## src/rtl/mbist_pkg.sv

```systemverilog
package mbist_pkg;
  typedef enum logic [2:0] {
    PH_SOLID0, PH_SOLID1, PH_WALK1, PH_WALK0, PH_GALL1, PH_GALL0
  } phase_e;

  typedef enum logic [2:0] {
    ST_IDLE, ST_FILL, ST_READ, ST_SET, ST_SCAN, ST_PROBE, ST_REST
  } step_e;
endpackage

```

## src/rtl/mbist_seq.sv

```systemverilog
module mbist_seq
  import mbist_pkg::*;
#(
  parameter int ADDR_W = 4,
  parameter int DATA_W = 8
) (
  input  logic              clk_i,
  input  logic              rst_ni,
  input  logic              start_i,
  output logic              launch_o,
  output logic              mem_en_o,
  output logic              mem_we_o,
  output logic [ADDR_W-1:0] mem_addr_o,
  output logic [DATA_W-1:0] mem_wdata_o,
  output logic              chk_vld_o,
  output logic [DATA_W-1:0] chk_exp_o,
  output logic              chk_last_o
);
  localparam logic [ADDR_W-1:0] A_MAX = {ADDR_W{1'b1}};
  localparam logic [ADDR_W-1:0] A_ONE = ADDR_W'(1);
  localparam logic [ADDR_W-1:0] A_TWO = ADDR_W'(2);

  step_e             step_q, step_d;
  phase_e            ph_q, ph_d;
  logic [ADDR_W-1:0] a_q, a_d, tc_q, tc_d;
  logic              busy, bg_one, solid, gall, ph_last, scan_last, ph_done;
  logic [DATA_W-1:0] bg_w;
  logic [ADDR_W-1:0] j_first, j_next;

  always_comb begin
    busy      = step_q != ST_IDLE;
    bg_one    = ph_q inside {PH_SOLID1, PH_WALK0, PH_GALL0};
    bg_w      = {DATA_W{bg_one}};
    solid     = ph_q inside {PH_SOLID0, PH_SOLID1};
    gall      = ph_q inside {PH_GALL1, PH_GALL0};
    ph_last   = ph_q == PH_GALL0;
    j_first   = (tc_q == '0) ? A_ONE : '0;
    // skip the test cell while scanning
    j_next    = (a_q + A_ONE == tc_q) ? a_q + A_TWO : a_q + A_ONE;
    scan_last = (a_q == A_MAX) || ((a_q == A_MAX - A_ONE) && (tc_q == A_MAX));
  end

  always_comb begin
    step_d  = step_q;
    ph_d    = ph_q;
    a_d     = a_q;
    tc_d    = tc_q;
    ph_done = 1'b0;
    unique case (step_q)
      ST_IDLE: if (start_i) begin
        step_d = ST_FILL;
        ph_d   = PH_SOLID0;
        a_d    = '0;
        tc_d   = '0;
      end
      ST_FILL: if (a_q == A_MAX) begin
        a_d    = '0;
        tc_d   = '0;
        step_d = solid ? ST_READ : ST_SET;
      end else a_d = a_q + A_ONE;
      ST_READ: if (a_q == A_MAX) ph_done = 1'b1;
               else a_d = a_q + A_ONE;
      ST_SET: begin
        step_d = ST_SCAN;
        a_d    = j_first;
      end
      ST_SCAN: if (gall) step_d = ST_PROBE;
               else if (scan_last) step_d = ST_REST;
               else a_d = j_next;
      ST_PROBE: if (scan_last) step_d = ST_REST;
                else begin
                  step_d = ST_SCAN;
                  a_d    = j_next;
                end
      ST_REST: if (tc_q == A_MAX) ph_done = 1'b1;
               else begin
                 tc_d   = tc_q + A_ONE;
                 step_d = ST_SET;
               end
      default: step_d = ST_IDLE;
    endcase
    if (ph_done) begin
      if (ph_last) step_d = ST_IDLE;
      else begin
        ph_d   = phase_e'(ph_q + 3'd1);
        step_d = ST_FILL;
        a_d    = '0;
      end
    end
  end

  always_ff @(posedge clk_i or negedge rst_ni) begin
    if (!rst_ni) begin
      step_q <= ST_IDLE;
      ph_q   <= PH_SOLID0;
      a_q    <= '0;
      tc_q   <= '0;
    end else begin
      step_q <= step_d;
      ph_q   <= ph_d;
      a_q    <= a_d;
      tc_q   <= tc_d;
    end
  end

  always_comb begin
    launch_o    = (step_q == ST_IDLE) && start_i;
    mem_en_o    = busy;
    mem_we_o    = step_q inside {ST_FILL, ST_SET, ST_REST};
    mem_addr_o  = (step_q inside {ST_SET, ST_PROBE, ST_REST}) ? tc_q : a_q;
    mem_wdata_o = (step_q == ST_SET) ? ~bg_w : bg_w;
    chk_vld_o   = step_q inside {ST_READ, ST_SCAN, ST_PROBE};
    chk_exp_o   = (step_q == ST_PROBE) ? ~bg_w : bg_w;
    chk_last_o  = (step_q == ST_REST) && (tc_q == A_MAX) && ph_last;
  end

  p_start_ignored_r10: assert property (@(posedge clk_i) disable iff (!rst_ni)
    (busy && start_i && !chk_last_o) |=> (busy && !launch_o));

  p_we_in_run_r13: assert property (@(posedge clk_i) disable iff (!rst_ni)
    mem_we_o |-> mem_en_o);
endmodule

```

## src/rtl/mbist_cmp.sv

```systemverilog
module mbist_cmp #(
  parameter int ADDR_W = 4,
  parameter int DATA_W = 8
) (
  input  logic              clk_i,
  input  logic              rst_ni,
  input  logic              clr_i,
  input  logic              vld_i,
  input  logic [DATA_W-1:0] exp_i,
  input  logic [ADDR_W-1:0] addr_i,
  input  logic              last_i,
  input  logic [DATA_W-1:0] rdata_i,
  output logic              rd_vld_o,
  output logic              fail_o,
  output logic [ADDR_W-1:0] fail_addr_o,
  output logic              done_o
);
  logic              vld_q, last_q, fail_q, done_q;
  logic [DATA_W-1:0] exp_q;
  logic [ADDR_W-1:0] addr_q, fail_addr_q;
  logic              miss;

  // expected word lines up with the RAM's one-cycle read latency
  assign miss = vld_q && (rdata_i != exp_q);

  always_ff @(posedge clk_i or negedge rst_ni) begin
    if (!rst_ni) begin
      vld_q       <= 1'b0;
      last_q      <= 1'b0;
      exp_q       <= '0;
      addr_q      <= '0;
      fail_q      <= 1'b0;
      fail_addr_q <= '0;
      done_q      <= 1'b0;
    end else if (clr_i) begin
      vld_q       <= 1'b0;
      last_q      <= 1'b0;
      fail_q      <= 1'b0;
      fail_addr_q <= '0;
      done_q      <= 1'b0;
    end else begin
      vld_q  <= vld_i;
      last_q <= last_i;
      exp_q  <= exp_i;
      addr_q <= addr_i;
      if (miss && !fail_q) begin
        fail_q      <= 1'b1;
        fail_addr_q <= addr_q;
      end
      if (last_q) done_q <= 1'b1;
    end
  end

  assign rd_vld_o    = vld_q;
  assign fail_o      = fail_q;
  assign fail_addr_o = fail_addr_q;
  assign done_o      = done_q;

  p_fail_sticky_r7: assert property (@(posedge clk_i) disable iff (!rst_ni)
    (fail_o && !clr_i) |=> fail_o);

  p_fail_cause_r7: assert property (@(posedge clk_i) disable iff (!rst_ni)
    $rose(fail_o) |-> $past(vld_q));

  p_first_addr_r8: assert property (@(posedge clk_i) disable iff (!rst_ni)
    (fail_o && !clr_i) |=> $stable(fail_addr_o));

  p_done_hold_r9: assert property (@(posedge clk_i) disable iff (!rst_ni)
    (done_o && !clr_i) |=> done_o);

  p_start_clears_r11: assert property (@(posedge clk_i) disable iff (!rst_ni)
    clr_i |=> (!fail_o && !done_o));
endmodule

```

## src/rtl/mbist_sig.sv

```systemverilog
module mbist_sig #(
  parameter int DATA_W = 8
) (
  input  logic              clk_i,
  input  logic              rst_ni,
  input  logic              clr_i,
  input  logic              vld_i,
  input  logic [DATA_W-1:0] rdata_i,
  output logic [DATA_W-1:0] sig_o
);
  logic [DATA_W-1:0] sig_q, rot;

  for (genvar i = 0; i < DATA_W; i++) begin : g_rot
    localparam int SRC = (i + DATA_W - 1) % DATA_W;
    assign rot[i] = sig_q[SRC];
  end

  always_ff @(posedge clk_i or negedge rst_ni) begin
    if (!rst_ni)     sig_q <= '0;
    else if (clr_i)  sig_q <= '0;
    else if (vld_i)  sig_q <= rot ^ rdata_i;
  end

  assign sig_o = sig_q;

  p_sig_hold_r12: assert property (@(posedge clk_i) disable iff (!rst_ni)
    (!vld_i && !clr_i) |=> $stable(sig_o));
endmodule

```

## src/rtl/mbist_ctrl.sv

```systemverilog
module mbist_ctrl #(
  parameter int ADDR_W = 4,
  parameter int DATA_W = 8
) (
  input  logic              clk_i,
  input  logic              rst_ni,
  input  logic              start_i,
  output logic              mem_en_o,
  output logic              mem_we_o,
  output logic [ADDR_W-1:0] mem_addr_o,
  output logic [DATA_W-1:0] mem_wdata_o,
  input  logic [DATA_W-1:0] mem_rdata_i,
  output logic              done_o,
  output logic              fail_o,
  output logic [ADDR_W-1:0] fail_addr_o,
  output logic [DATA_W-1:0] sig_o
);
  logic              launch, chk_vld, chk_last, rd_vld;
  logic [DATA_W-1:0] chk_exp;

  mbist_seq #(.ADDR_W(ADDR_W), .DATA_W(DATA_W)) u_seq (
    .clk_i       (clk_i),
    .rst_ni      (rst_ni),
    .start_i     (start_i),
    .launch_o    (launch),
    .mem_en_o    (mem_en_o),
    .mem_we_o    (mem_we_o),
    .mem_addr_o  (mem_addr_o),
    .mem_wdata_o (mem_wdata_o),
    .chk_vld_o   (chk_vld),
    .chk_exp_o   (chk_exp),
    .chk_last_o  (chk_last)
  );

  mbist_cmp #(.ADDR_W(ADDR_W), .DATA_W(DATA_W)) u_cmp (
    .clk_i       (clk_i),
    .rst_ni      (rst_ni),
    .clr_i       (launch),
    .vld_i       (chk_vld),
    .exp_i       (chk_exp),
    .addr_i      (mem_addr_o),
    .last_i      (chk_last),
    .rdata_i     (mem_rdata_i),
    .rd_vld_o    (rd_vld),
    .fail_o      (fail_o),
    .fail_addr_o (fail_addr_o),
    .done_o      (done_o)
  );

  mbist_sig #(.DATA_W(DATA_W)) u_sig (
    .clk_i   (clk_i),
    .rst_ni  (rst_ni),
    .clr_i   (launch),
    .vld_i   (rd_vld),
    .rdata_i (mem_rdata_i),
    .sig_o   (sig_o)
  );
endmodule

```

## config.mk

```make
export PLATFORM = sky130hd
export DESIGN_NAME = mbist_ctrl
export DESIGN_NICKNAME = d
export VERILOG_FILES = /design/src/rtl/mbist_pkg.sv /design/src/rtl/mbist_seq.sv /design/src/rtl/mbist_cmp.sv /design/src/rtl/mbist_sig.sv /design/src/rtl/mbist_ctrl.sv
export SDC_FILE = /design/constraint.sdc
export NUM_CORES = 1
export LEC_CHECK = 0
export BUFFER_PORTS_ARGS = -buffer_cell sky130_fd_sc_hd__buf_2
export CAP_MARGIN = 20
export CORE_MARGIN = 1
export CORE_UTILIZATION = 51
export CTS_CLUSTER_DIAMETER = 100
export DETAILED_ROUTE_END_ITERATION = 16
export PLACE_DENSITY = 0.76
export REMOVE_ABC_BUFFERS = 1
export SLEW_MARGIN = 10
export SYNTH_ARGS = -nofsm -noshare
export SYNTH_HDL_FRONTEND = slang
export SYNTH_SLANG_ARGS = --single-unit
export TNS_END_PERCENT = 1
```

## constraint.sdc

```tcl
create_clock -name clk_i -period 2 [get_ports clk_i]
set_clock_uncertainty 0.1 [all_clocks]
set_input_delay 0.3 -clock clk_i [delete_from_list [all_inputs] [get_ports clk_i]]
set_output_delay 0.3 -clock clk_i [all_outputs]
set_load 0.05 [all_outputs]
```

==> run_results.csv <==
group,metric,value,unit
clock_tree,cts_tree,"built",
drt,viasPerCell,6.07,
setup_path,regToRegStartpoint,"u_seq.ph_q[0]",
min_path,min_path_cells,3,
drt,wl_per_cell,16.6,um
cells_and_area,diodes,0,
setup_path,crit_chain,"and3b_2, a21oi_4, mux2_4, buf_6",
clock_tree,cts_buffers,5,
setup_path,r2r_setup_slack,-20,ps
setup_path,crit_start,"u_seq.step_q[1]",
clock_tree,h-tree-depth,2,
setup_path,cp_slowest_cell,"dfrtp_2",
setup_path,max_stage_delay,440,ps
timing,fin_crit_sh,106,%
timing,rsz0062_at_grt,"yes",
global_route,grt_pass1_wl,10300,um
setup_path,endpoint,"mem_addr_o[2]",
clock_tree,clk_path_buf_depth,2,
synth,netlist_area,2320,um2
timing,period_minus_slack,2120,ps
synth,ys_dominant_reg_cell,"dfrtp_1",
floorplanning,dieArea,4830,um2
floorplanning,die_w,69.5,um
synth,synth_warnings,0,
cells_and_area,fin_nets,342,
global_route,grt_max_degree,36,
drt,num_vias,2275,
timing,fmax,472,MHz
drt,wl_met2,2920,um
setup_path,end_kind,"output pin",
clock_tree,clkTransAtPathRegs,80,ps
job,cap_viol_max_count,0,
drt,met3WireLength,476,um
cells_and_area,syn_to_final_growth,35.5,%
setup_path,arrival,1720,ps
timing,worst_pin_slew,458,ps
timing,drv_slew,0,
power_and_ir_drop,cellLeakagePower,1.47,nW
drt,drt_first_pass_iters,6,
synth,ys_seq_elements,35,
synth,synth_area_per_cell,9.12,um2
run_status,violations,"negative setup slack",
global_route,antenna_found_initial,0,
drt,ant_nets,0,
clock_tree,clock_latency,290,ps
placement,portBuffers,38,
placement,hpwlAfterDp,4320,um
cells_and_area,final_cells,375,
timing,maxSlewHeadroom,69.5,%
placement,place_congestion,0.968,
global_route,grt_overflow_total,0,
timing,setup_tns,-1180,ps
drt,drt_iter0_drc,162,
floorplanning,io_pins,39,
cells_and_area,multiInputGateArea,1420,um2
power_and_ir_drop,power-per-cell-area,1780,nW/um2
timing,setup_viol,13,
floorplanning,core_area,4350,um2
global_route,grt_use_total,26.8,%
setup_path,r2r_cells,7,
setup_path,crit_fanout,4,
timing,hold_viol,0,
floorplanning,fp-row-count,24,
timing,worst_slack,-117,ps
global_route,first_global_vias,2202,
drt,topRoutingLayerUsed,"met4",
floorplanning,die_h,69.5,um
run_status,status,"finished with violations",
synth,seq_area_frac_synth,37.7,%
drt,drt-total-wl,6240,um
synth,synth.distinct_cells,51,
synth,ys_async_sr_fraction,100,%
clock_tree,cts_root_buffer,"clkbuf_8",
synth,synth_edf_count,0,
synth,synth_cells,255,
drt,drc,0,
power_and_ir_drop,peakVddDrop,0.00144,V
placement,dp_cells,361,
setup_path,cp-start-kind,"flip-flop",
floorplanning,start_util,53.4,%
setup_path,crit_type,"flip-flop to output pin",
setup_path,required,1600,ps
cells_and_area,final_layout_size_suffix_gt1_share,36.2,%
cells_and_area,fillers,306,
min_path,hp-class,"primary input to flip-flop",
setup_path,r2r-end,"u_seq.a_q[1]",
drt,wl_met1,2640,um
cells_and_area,regArea,878,um2
clock_tree,clkSinkCount,35,
stage by stage:
| stage | setup slack (ps) | util (%) | area, um2 | total power [mW] | hold slack (ps) |
|---|---|---|---|---|---|
| after floorplan | -4850 | - | 2210 | 3.36 | -95.6 |
| after global placement | -38.5 | 63.0 | 2740 | 4.39 | 262 |
| after detailed placement | -127 | 63.0 | 2740 | 4.46 | 264 |
| after CTS | -82.9 | 70.9 | 3090 | 5.48 | 229 |
| after global routing | -189 | 72.3 | 3150 | 5.94 | 268 |
| final | -117 | 72.3 | 3150 | 5.62 | 238 |
Yosys cell counts, types with 3 or more instances:
cell type  number  area share, %
dfrtp_1        35             38
nor2_1         27            4.4
nand2_1        25            4.0
o21ai_0        16            3.4
xnor2_1        11            4.1
ha_1            9            4.8
inv_1           9            1.5
mux2_2          9            4.4
nand3_1         9            1.9
a211oi_1        8            2.6
buf_2           7            1.5
buf_4           7            2.3
clkbuf_1        6           0.97
mux2i_1         6            2.6
xor2_1          5            1.9
a31oi_1         4            1.1
and3_1          4            1.1
nor3_1          4           0.86
a22o_1          3            1.1
nand2b_1        3           0.81
nand4_1         3           0.81
o211ai_1        3           0.97
o221ai_1        3            1.1
o31ai_1         3           0.97
routing by layer:
layer / track usage [%] / vias up
li1: - / 1056
met1: 34.9 / 1060
met2: 43.6 / 135
met3: 5.38 / 24
met4: 10.9 / 0
met5: 0 / -
logic make-up after synthesis:
group | count (synthesis) | share of synthesized area (%)
AO/OA/AOI/OAI | 63 | 20.3
flip-flops | 35 | 37.7
XOR/XNOR | 16 | 6.03
adder cells (fa/ha/maj) | 9 | 4.84
AND/OR/NAND/NOR | 87 | 17.9
multiplexers | 15 | 6.94
buffers and inverters | 30 | 6.35
placed cells by master, fill, tap and decap left out, types with 3 or more instances in the layout:
cell       n
nor2_1    26
dfrtp_1   33
and3_1     4
nand3_1    7
a211oi_1   8
mux2_4     3
nor3_1     4
nand4_1    3
xor2_1     5
o221ai_1   3
clkbuf_8   5
inv_1      8
a22o_1     3
mux2i_1    6
buf_6      5
mux2_2     6
o211ai_1   3
buf_2     26
nand2_1   23
o31ai_1    3
ha_1       8
buf_4     41
buf_8      8
xnor2_1   11
a31oi_1    4
o21ai_0   15
area by class of cell:
cell class	count	share of cell area, %
inverter	9	1.07
clock buffer	6	2.30
tap	52	2.07
clock inverter	2	1.91
multi-input combinational	190	44.9
sequential	35	27.9
timing repair buffer	81	19.8
worst min-delay path by stage:
stage	start	to	slack [ps]
floorplan	rst_ni	u_cmp.addr_q[0]	-100
global placement	rst_ni	u_seq.a_q[3]	260
detailed placement	rst_ni	u_seq.a_q[3]	260
CTS	mem_rdata_i[7]	u_sig.sig_o[7]	230
global route	mem_rdata_i[7]	u_sig.sig_o[7]	270
finish	mem_rdata_i[0]	u_sig.sig_o[0]	240
worst max-delay path: cells and delay by family, from the launching register on:
family | cells | cell delay, ps
DFF | 1 | 440
muxes | 1 | 350
and+or+nand+nor | 1 | 260
AOI/OAI and AO/OA | 1 | 220
buffers and inverters | 1 | 160
timing repair:
item,4_1_cts,5_1_grt
hold endpoints to repair,35,0
buffers inserted,5,0
pin swaps,5,2
hold buffers,1,0
endpoints found under the setup margin,17,25
resized for setup,46,12
state kept, by name, indices dropped and copies added (netlist names):
| name | flops |
|---|---|
| u_cmp.fail_o | 1 |
| u_cmp.addr_q | 4 |
| u_cmp.last_q | 1 |
| u_seq.step_q | 3 |
| u_cmp.done_o | 1 |
| u_seq.ph_q | 3 |
| u_seq.a_q | 4 |
| u_cmp.fail_addr_o | 4 |
| u_cmp.exp_q | 1 |
| u_cmp.rd_vld_o | 1 |
| u_seq.tc_q | 4 |
| u_sig.sig_o | 8 |
report_power, final:
group | internal, mW | leakage [nW] | switching (mW)
Combinational | 1.43 | 0.951 | 2.23
Sequential | 0.968 | 0.452 | 0.239
Clock | 0.498 | 0.0654 | 0.255
Total | 2.90 | 1.47 | 2.72
No activity file was read; power rests on OpenSTA's default activity.
